### config.mk
export PLATFORM = sky130hd
export DESIGN_NAME = sdr_bringup_seq
export DESIGN_NICKNAME = d
export VERILOG_FILES = /design/src/rtl/sdr_seq_pkg.sv /design/src/rtl/sdr_seq_timer.sv /design/src/rtl/sdr_refresh_pacer.sv /design/src/rtl/sdr_cmd_drive.sv /design/src/rtl/sdr_bringup_seq.sv
export SDC_FILE = /design/constraint.sdc
export NUM_CORES = 1
export LEC_CHECK = 0
export ABC_AREA = 1
export CORE_UTILIZATION = 25
export DETAILED_ROUTE_END_ITERATION = 6
export DONT_BUFFER_PORTS = 1
export PLACE_DENSITY_LB_ADDON = 0.2
export REMOVE_ABC_BUFFERS = 1
export SLEW_MARGIN = 20
export SYNTH_ARGS = -nofsm -noshare
export SYNTH_HDL_FRONTEND = slang
export SYNTH_SLANG_ARGS = --single-unit
export TNS_END_PERCENT = 20
### constraint.sdc
create_clock -name clk -period 3.2 [get_ports clk]
set_clock_uncertainty 0.15 [all_clocks]
set_input_delay 0.64 -clock clk [delete_from_list [all_inputs] [get_ports clk]]
set_output_delay 0.64 -clock clk [all_outputs]
set_load 0.01 [all_outputs]
### src/rtl/sdr_seq_pkg.sv
package sdr_seq_pkg;

    // {cs_n, ras_n, cas_n, we_n}
    typedef enum logic [3:0] {
        CMD_MRS = 4'b0000,
        CMD_REF = 4'b0001,
        CMD_PRE = 4'b0010,
        CMD_NOP = 4'b0111
    } sdr_cmd_e;

    typedef enum logic [2:0] {
        ST_PAUSE,
        ST_PRE,
        ST_MRS,
        ST_REF,
        ST_GAP,
        ST_RUN,
        ST_RPRE,
        ST_RREF
    } seq_state_e;

    typedef struct packed {
        logic       single_write;
        logic [2:0] cas;
        logic       wrap;
        logic [2:0] burst;
    } mode_t;

    function automatic int ns_to_cyc_up(int ns, int mhz);
        return (ns * mhz + 999) / 1000;
    endfunction

    function automatic int ns_to_cyc_dn(int ns, int mhz);
        return (ns * mhz) / 1000;
    endfunction

    function automatic int at_least2(int c);
        return (c < 2) ? 2 : c;
    endfunction

    function automatic logic [11:0] mode_word(mode_t m);
        logic [11:0] w;
        w      = '0;
        w[2:0] = m.burst;
        w[3]   = m.wrap;
        w[6:4] = m.cas;
        w[9]   = m.single_write;
        return w;
    endfunction

endpackage

### src/rtl/sdr_seq_timer.sv
module sdr_seq_timer #(
    parameter int W    = 16,
    parameter int INIT = 0
) (
    input  logic         clk,
    input  logic         rst,
    input  logic         load,
    input  logic [W-1:0] load_val,
    output logic         expired
);
    logic [W-1:0] cnt;

    always_ff @(posedge clk) begin
        if (rst)
            cnt <= W'(INIT);
        else if (load)
            cnt <= load_val;
        else if (cnt != '0)
            cnt <= cnt - 1'b1;
    end

    assign expired = (cnt == '0);
endmodule

### src/rtl/sdr_refresh_pacer.sv
module sdr_refresh_pacer #(
    parameter int PERIOD = 1953
) (
    input  logic clk,
    input  logic rst,
    input  logic run,
    input  logic take,
    output logic req
);
    localparam int W = (PERIOD < 2) ? 1 : $clog2(PERIOD);

    logic [W-1:0] cnt;
    logic         tick;

    assign tick = run && (cnt == '0);

    always_ff @(posedge clk) begin
        if (rst || !run)
            cnt <= W'(PERIOD - 1);
        else if (cnt == '0)
            cnt <= W'(PERIOD - 1);
        else
            cnt <= cnt - 1'b1;
    end

    // a new tick wins over a take in the same cycle
    always_ff @(posedge clk) begin
        if (rst)
            req <= 1'b0;
        else
            req <= tick || (req && !take);
    end
endmodule

### src/rtl/sdr_cmd_drive.sv
module sdr_cmd_drive
    import sdr_seq_pkg::*;
#(
    parameter int ADDR_W = 12,
    parameter int BANK_W = 2
) (
    input  sdr_cmd_e          cmd,
    input  logic [ADDR_W-1:0] mode_val,
    output logic              cs_n,
    output logic              ras_n,
    output logic              cas_n,
    output logic              we_n,
    output logic [BANK_W-1:0] ba,
    output logic [ADDR_W-1:0] addr
);
    assign {cs_n, ras_n, cas_n, we_n} = 4'(cmd);
    assign ba = '0;

    always_comb begin
        addr = '0;
        unique case (cmd)
            CMD_PRE: addr[10] = 1'b1;
            CMD_MRS: addr     = mode_val;
            default: addr     = '0;
        endcase
    end
endmodule

### src/rtl/sdr_bringup_seq.sv
module sdr_bringup_seq
    import sdr_seq_pkg::*;
#(
    parameter int         CLK_MHZ         = 125,
    parameter int         PAUSE_US        = 200,
    parameter int         TRP_NS          = 15,
    parameter int         TRC_NS          = 60,
    parameter int         TMRD_CYC        = 2,
    parameter int         INIT_REFS       = 8,
    parameter int         REFI_NS         = 15625,
    parameter int         ADDR_W          = 12,
    parameter int         BANK_W          = 2,
    parameter int         DQM_W           = 2,
    parameter logic [2:0] BURST_CODE      = 3'b011,
    parameter logic       WRAP_INTERLEAVE = 1'b0,
    parameter int         CAS_LAT         = 3,
    parameter logic       SINGLE_WRITE    = 1'b0
) (
    input  logic              clk,
    input  logic              rst,
    output logic              sdr_cke,
    output logic              sdr_cs_n,
    output logic              sdr_ras_n,
    output logic              sdr_cas_n,
    output logic              sdr_we_n,
    output logic [BANK_W-1:0] sdr_ba,
    output logic [ADDR_W-1:0] sdr_addr,
    output logic [DQM_W-1:0]  sdr_dqm,
    output logic              init_done,
    output logic              ref_req,
    input  logic              ref_ack,
    output logic              traffic_ok
);
    localparam int PAUSE_CYC = PAUSE_US * CLK_MHZ;
    localparam int RP_CYC    = at_least2(ns_to_cyc_up(TRP_NS, CLK_MHZ));
    localparam int RC_CYC    = at_least2(ns_to_cyc_up(TRC_NS, CLK_MHZ));
    localparam int MRD_CYC   = at_least2(TMRD_CYC);
    localparam int REFI_CYC  = at_least2(ns_to_cyc_dn(REFI_NS, CLK_MHZ));
    localparam int TMR_W     = $clog2(PAUSE_CYC + RP_CYC + RC_CYC + MRD_CYC + 1);
    localparam int RCNT_W    = $clog2(INIT_REFS + 1);

    localparam mode_t MODE_CFG = '{
        single_write: SINGLE_WRITE,
        cas:          (CAS_LAT == 2) ? 3'd2 : 3'd3,
        wrap:         WRAP_INTERLEAVE,
        burst:        BURST_CODE
    };

    seq_state_e        state, after;
    logic [RCNT_W-1:0] ref_cnt;
    logic              done_q;
    logic              tmr_load, tmr_expired;
    logic [TMR_W-1:0]  tmr_val;
    sdr_cmd_e          cmd;
    logic              take;

    assign take = ref_req && ref_ack && (state == ST_RUN);

    always_comb begin
        tmr_load = 1'b0;
        tmr_val  = '0;
        cmd      = CMD_NOP;
        unique case (state)
            ST_PRE, ST_RPRE: begin
                tmr_load = 1'b1;
                tmr_val  = TMR_W'(RP_CYC - 2);
                cmd      = CMD_PRE;
            end
            ST_MRS: begin
                tmr_load = 1'b1;
                tmr_val  = TMR_W'(MRD_CYC - 2);
                cmd      = CMD_MRS;
            end
            ST_REF, ST_RREF: begin
                tmr_load = 1'b1;
                tmr_val  = TMR_W'(RC_CYC - 2);
                cmd      = CMD_REF;
            end
            default: cmd = CMD_NOP;
        endcase
    end

    always_ff @(posedge clk) begin
        if (rst) begin
            state   <= ST_PAUSE;
            after   <= ST_PRE;
            ref_cnt <= '0;
            done_q  <= 1'b0;
        end else begin
            unique case (state)
                ST_PAUSE: if (tmr_expired) state <= ST_PRE;
                ST_PRE: begin
                    after <= ST_MRS;
                    state <= ST_GAP;
                end
                ST_MRS: begin
                    after   <= ST_REF;
                    ref_cnt <= '0;
                    state   <= ST_GAP;
                end
                ST_REF: begin
                    ref_cnt <= ref_cnt + RCNT_W'(1);
                    after   <= (ref_cnt == RCNT_W'(INIT_REFS - 1)) ? ST_RUN : ST_REF;
                    state   <= ST_GAP;
                end
                ST_GAP: if (tmr_expired) begin
                    state <= after;
                    if (after == ST_RUN) done_q <= 1'b1;
                end
                ST_RUN: if (take) state <= ST_RPRE;
                ST_RPRE: begin
                    after <= ST_RREF;
                    state <= ST_GAP;
                end
                ST_RREF: begin
                    after <= ST_RUN;
                    state <= ST_GAP;
                end
                default: state <= ST_PAUSE;
            endcase
        end
    end

    sdr_seq_timer #(.W(TMR_W), .INIT(PAUSE_CYC - 1)) u_timer (
        .clk      (clk),
        .rst      (rst),
        .load     (tmr_load),
        .load_val (tmr_val),
        .expired  (tmr_expired)
    );

    sdr_refresh_pacer #(.PERIOD(REFI_CYC)) u_pacer (
        .clk  (clk),
        .rst  (rst),
        .run  (done_q),
        .take (take),
        .req  (ref_req)
    );

    sdr_cmd_drive #(.ADDR_W(ADDR_W), .BANK_W(BANK_W)) u_drive (
        .cmd      (cmd),
        .mode_val (ADDR_W'(mode_word(MODE_CFG))),
        .cs_n     (sdr_cs_n),
        .ras_n    (sdr_ras_n),
        .cas_n    (sdr_cas_n),
        .we_n     (sdr_we_n),
        .ba       (sdr_ba),
        .addr     (sdr_addr)
    );

    assign sdr_cke    = 1'b1;
    assign sdr_dqm    = {DQM_W{~done_q}};
    assign init_done  = done_q;
    assign traffic_ok = (state == ST_RUN);
endmodule

## After elaboration in Yosys (flattened, before gate mapping)

Cells that the tools add are included.

| word-level totals | value |
|---|---|
| bits in registers | 38 |
| latch bits | 0 |
| bits in writable memories | 0 |
| ROM bits | 0 |
| bits of input ports | 3 |
| word-level logic and storage cells | 60 |
| memories kept | 0 |

| cells by class | value |
|---|---|
| add/sub/neg operators | 3 |
| multiply operators | 0 |
| divide/modulo/power cells | 0 |
| $lt $le $gt $ge | 0 |
| equal/unequal tests | 13 |
| shift operators | 0 |
| mux-type cells | 14 |
| bitwise gates (word level) | 1 |
| reduce and logical (&&, ||, !) cells | 22 |

Operators by type and width:

| kind | number |
|---|---|
| $mux 15 | 2 |
| $eq 3x3->1 const B | 5 |
| $logic_not 15->1 | 1 |
| $mux 3 | 5 |
| $pmux 3 s5 | 1 |
| $reduce_bool 15->1 | 1 |
| $sub 15x1->15 const B | 1 |
| $pmux 3 s4 | 1 |
| $logic_not 11->1 | 1 |
| $sub 11x1->11 const B | 1 |
| $eq 3x2->1 const B | 3 |
| $pmux 3 s3 | 1 |
| $pmux 4 s2 | 1 |
| $mux 6 | 1 |
| $reduce_and 3->1 | 2 |
| $reduce_or 2->1 | 3 |
| $reduce_bool 5->1 | 1 |
| $reduce_or 5->1 | 1 |
| $add 4x1->4 const B | 1 |
| $eq 4x3->1 const B | 1 |
| $logic_and 1x1->1 | 4 |
| $logic_not 4->1 | 1 |
| $ne 2x2->1 const B | 2 |
| $reduce_bool 2->1 | 2 |
| 7 further kinds | 10 |

## Logic depth before layout (Yosys ltp)

| depth | value |
|---|---|
| word-level depth | 5 |
| mapped depth | 10 |

## Modules after synthesis

From an unflattened synthesis, not the netlist that was laid out.

| second synthesis, totals | value |
|---|---|
| cell total of the unflattened synthesis | 333 |
| area total of the unflattened synthesis | 2245.9 µm² |

Modules (own cells, without submodules):

| module | times used | cells each | area each (µm²) | seq. area each (µm²) |
|---|---|---|---|---|
| sdr_seq_timer | 1 | 134 | 903.4 | 300.3 |
| sdr_refresh_pacer | 1 | 80 | 603.1 | 240.2 |
| sdr_bringup_seq | 1 | 82 | 568.0 | 220.2 |
| sdr_cmd_drive | 1 | 37 | 171.4 | 0.0 |

## Worst setup path before layout

No wires, ideal clock.

| timing | value |
|---|---|
| path type | register -> output |
| start | reg state[2] |
| end | out sdr_ras_n |
| arrival | 966 ps |
| path slack | 1444 ps |
| stages on the path, launching flop included | 7 |
| path buffers | 2 |
| cells stage by stage | dfxtp_1 > buf_2 > inv_1 > nand3_4 > nand2_4 > inv_6 > buf_12 |

| between the ends | value |
|---|---|
| cells in the longest elaborated chain, start to end | 3 |
| elaborated cells on any way between the ends | 8 |

RTL lines:

| item | RTL line | RTL |
|---|---|---|
| from (decl) | sdr_bringup_seq.sv:49 | `seq_state_e state, after;` |
| from (signal assigned) | sdr_bringup_seq.sv:107 | `state <= after;` |
| $eq 3x3->1 (tied with other cells) | sdr_bringup_seq.sv:63 | `unique case (state)` |
| $reduce_or 2->1 | -- |  |
| $pmux 3 s3 * | sdr_bringup_seq.sv:63 |  |
| to (decl) | sdr_bringup_seq.sv:23 | `output logic sdr_ras_n,` |

Mark *: on every way between the ends. The rest lies on a longest branch, timed or not.

## Worst setup path in the final report

| timing | value |
|---|---|
| start | reg state[2] |
| end | out sdr_cas_n |

| between the ends | value |
|---|---|
| cells in the longest elaborated chain, start to end | 3 |
| elaborated cells on any way between the ends | 8 |

RTL lines:

| item | RTL line | RTL |
|---|---|---|
| $eq 3x3->1 (tied with other cells) | sdr_bringup_seq.sv:63 |  |
| $reduce_or 2->1 | -- |  |
| $pmux 3 s3 * | sdr_bringup_seq.sv:63 |  |
| to (decl) | sdr_bringup_seq.sv:24 | `output logic sdr_cas_n,` |

Marks and branches as above.

==> reports/metrics.csv <==
metric,value,unit
path_clk_slew,0.08,ns
die_x,96.17,um
rsz0062_at_grt,no,
finalPower,861.0,uW
multi_input_area,1174,um2
cts_num_sinks,38,
yosys_register_bits,38,
critPathMaxFanout,8,
yosys-top-cells-area,"dfxtp_1 34%, nand2_1 9.8%, nor2_1 7.6%, inv_1 6.6%, buf_4 5.4%",
critPathRequiredTime,2.41,ns
viasPerCell,4.338,
clock_latency,0.29,ns
status,completed,
grt_max_degree,15,
cts_tree,built,
fin_crit,2.263,ns
final-hold-violation-count,0,
yosysWarnings,0,
crit_family,flip-flops,
antenna_found_initial,0,
yosysTopAreaCell,dfxtp_1,
crit_buf_inv,2,
numPortBuffers,0,
drtIter0Drc,78,
wl_per_cell,11.81,um
ctsHoldBuffers,0,
critPathArrivalTime,1.47,ns
netlist.area_leader.share,0.3431,
setup.worst_path.end,sdr_cas_n,
final_nets,312,
fin_cells,411,
reg2reg_depth,7,
maxCapViolations,0,
post-place-cells,403,
cp-start-kind,register,
firstDrtPassIters,4,
setup_ws,0.9367,ns
relSlewSlack,0.6177,
power_density,371.2,nW/um2
ant_nets,0,
holdWs,0.2540,ns
cts_setup_buffers,0,
mappedNetlistArea,2217,um2
crit-reg2reg-capture,u_pacer.cnt[8]$_SDFF_PP1_,
nFillCells,952,
r2r_setup_slack,1.47,ns
cts_made_buffers,5,
start_util,0.2645,
ir_worst_vdd,0.1694,mV
dieArea,9249,um2
final_common_cell,nand2_1,
pin_count,27,
timing.fmax,441.8,MHz
tightest_slew,0.5729,ns
area_growth,4.627,%
drcViolationCount,0,
seq_area,760.7,um2
grt_first_pass_wirelength,8148,um
critPathKind,register to output pin,
design_area,2320,um2
fin_util,0.2768,
pre_cts_ws,1.266,ns
report.final.setup_viol,0,
syn_inst,309,
path_depth,4,
ys_types,36,
coreArea,8382,um2
num_rows,33,
cts_max_path_buffers,2,
total_leakage_power,1.034,nW
period_share,0.7073,
antenna_cells,0,
cts_max_level,2,
dpl_cell_area,2228,um2
cpMaxStageDelayCell,dfxtp_1,
via_count,1783,
place_congestion,0.7312,
clockRootBuffer,clkbuf_8,
overflow,0,
yosysSeqAreaShare,0.3431,
synth_area_per_cell,7.175,um2
post_cts_resized,0,
setup-tns-final,0,ns
wirelength,4855,um
cp_common_cell,inv_1,
max_stage_delay,0.47,ns
track_usage,0.1168,
drv_slew,0,
mostFrequentLayoutCells,"58 x nand2_1, 45 x nor2_1, 39 x inv_1",
worstPathCellList,inv_1 > nand3_1 > inv_1 > nor2_1,
hold_class,input pin to register,
hpwl,3675,um
cp-startpoint,state[2]$_SDFFE_PP0P_,
end_kind,output pin,
drive_above_1_share,0.1471,
die_h,96.17,um
r2r_start,init_done$_SDFFE_PP0P_,
grt_pass1_vias,1696,
[cells in the mapped netlist]
| cell | n |
|---|---|
| inv_2 | 2 |
| nor2_2 | 6 |
| a21oi_1 | 14 |
| nand3_2 | 4 |
| xnor2_1 | 1 |
| nor2_8 | 3 |
| conb_1 | 2 |
| nand2_4 | 3 |
| nand2_2 | 6 |
| ha_1 | 4 |
| a21oi_2 | 1 |
| nand4_1 | 7 |
| buf_4 | 16 |
| nor2_1 | 45 |
| inv_6 | 1 |
| o31ai_1 | 1 |
| dfxtp_1 | 38 |
| o21a_1 | 1 |
| o21ai_2 | 2 |
| nand2_1 | 58 |
| nor3_2 | 2 |
| inv_1 | 39 |
| nor3_1 | 3 |
| nand3_1 | 23 |
| buf_12 | 1 |
| buf_1 | 1 |
| nand2_8 | 1 |
| nand3_4 | 1 |
| a21boi_2 | 1 |
| a31oi_1 | 1 |
| nor2_4 | 2 |
| o21ai_0 | 12 |
| xor2_1 | 1 |
| a211oi_1 | 1 |
| or2_2 | 3 |
| buf_2 | 2 |
[power breakdown]
group | leakage (nW) | switching, mW | internal [mW] | total (mW)
combinational | 0.679 | 0.0189 | 0.00776 | 0.0267
sequential | 0.307 | 0.00328 | 0.476 | 0.479
clock | 0.0482 | 0.181 | 0.174 | 0.355
[worst min-delay path by stage]
stage                                    startpoint                           end  slack [ns]  depth (start not counted)
after global routing                            rst   u_timer.cnt[9]$_SDFFE_PP0P_        0.23                          1
final                                           rst  u_timer.cnt[12]$_SDFFE_PP0P_        0.25                          1
after global placement    u_pacer.cnt[0]$_SDFF_PP0_     u_pacer.cnt[0]$_SDFF_PP0_        0.26                          1
after floorplan           u_pacer.cnt[0]$_SDFF_PP0_     u_pacer.cnt[0]$_SDFF_PP0_        0.24                          1
after detailed placement  u_pacer.cnt[0]$_SDFF_PP0_     u_pacer.cnt[0]$_SDFF_PP0_        0.26                          1
after CTS                                       rst  u_timer.cnt[12]$_SDFFE_PP0P_        0.24                          1
[layout make-up]
cell class / instances / share of cell area
sequential: 38 / 0.3279
multi-input combinational: 218 / 0.5059
clock inverter: 1 / 0.002158
tap: 105 / 0.05663
clock buffer: 7 / 0.03722
inverter: 42 / 0.07012
[layer usage]
metal | GRT usage | wire length, um | vias to the layer above
met4 | 0.03358 | 63 | 0
met1 | 0.1473 | 2280 | 801
met2 | 0.1962 | 2302 | 31
met5 | 0 | 0 | -
met3 | 0.02844 | 209 | 5
li1 | - | - | 946
[cell families (layout without fill, tap and decap cells)]
logic type      Yosys count  count (layout)  share of synthesized area
compound gates           34              34                    0.08861
xor+xnor                  2               2                   0.007902
fa+ha+maj                 4               4                    0.02257
buf+inv                  62              50                     0.1428
flops                    38              38                     0.3431
other cells               2              11                   0.003387
simple gates            167             167                     0.3917
[registers in the layout, summed over array words and instances (netlist names)]
name         flops
ref_cnt          4
state            3
u_pacer.cnt     11
u_pacer.req      1
u_timer.cnt     15
after            3
init_done        1
(Power assumes the default switching activity.)
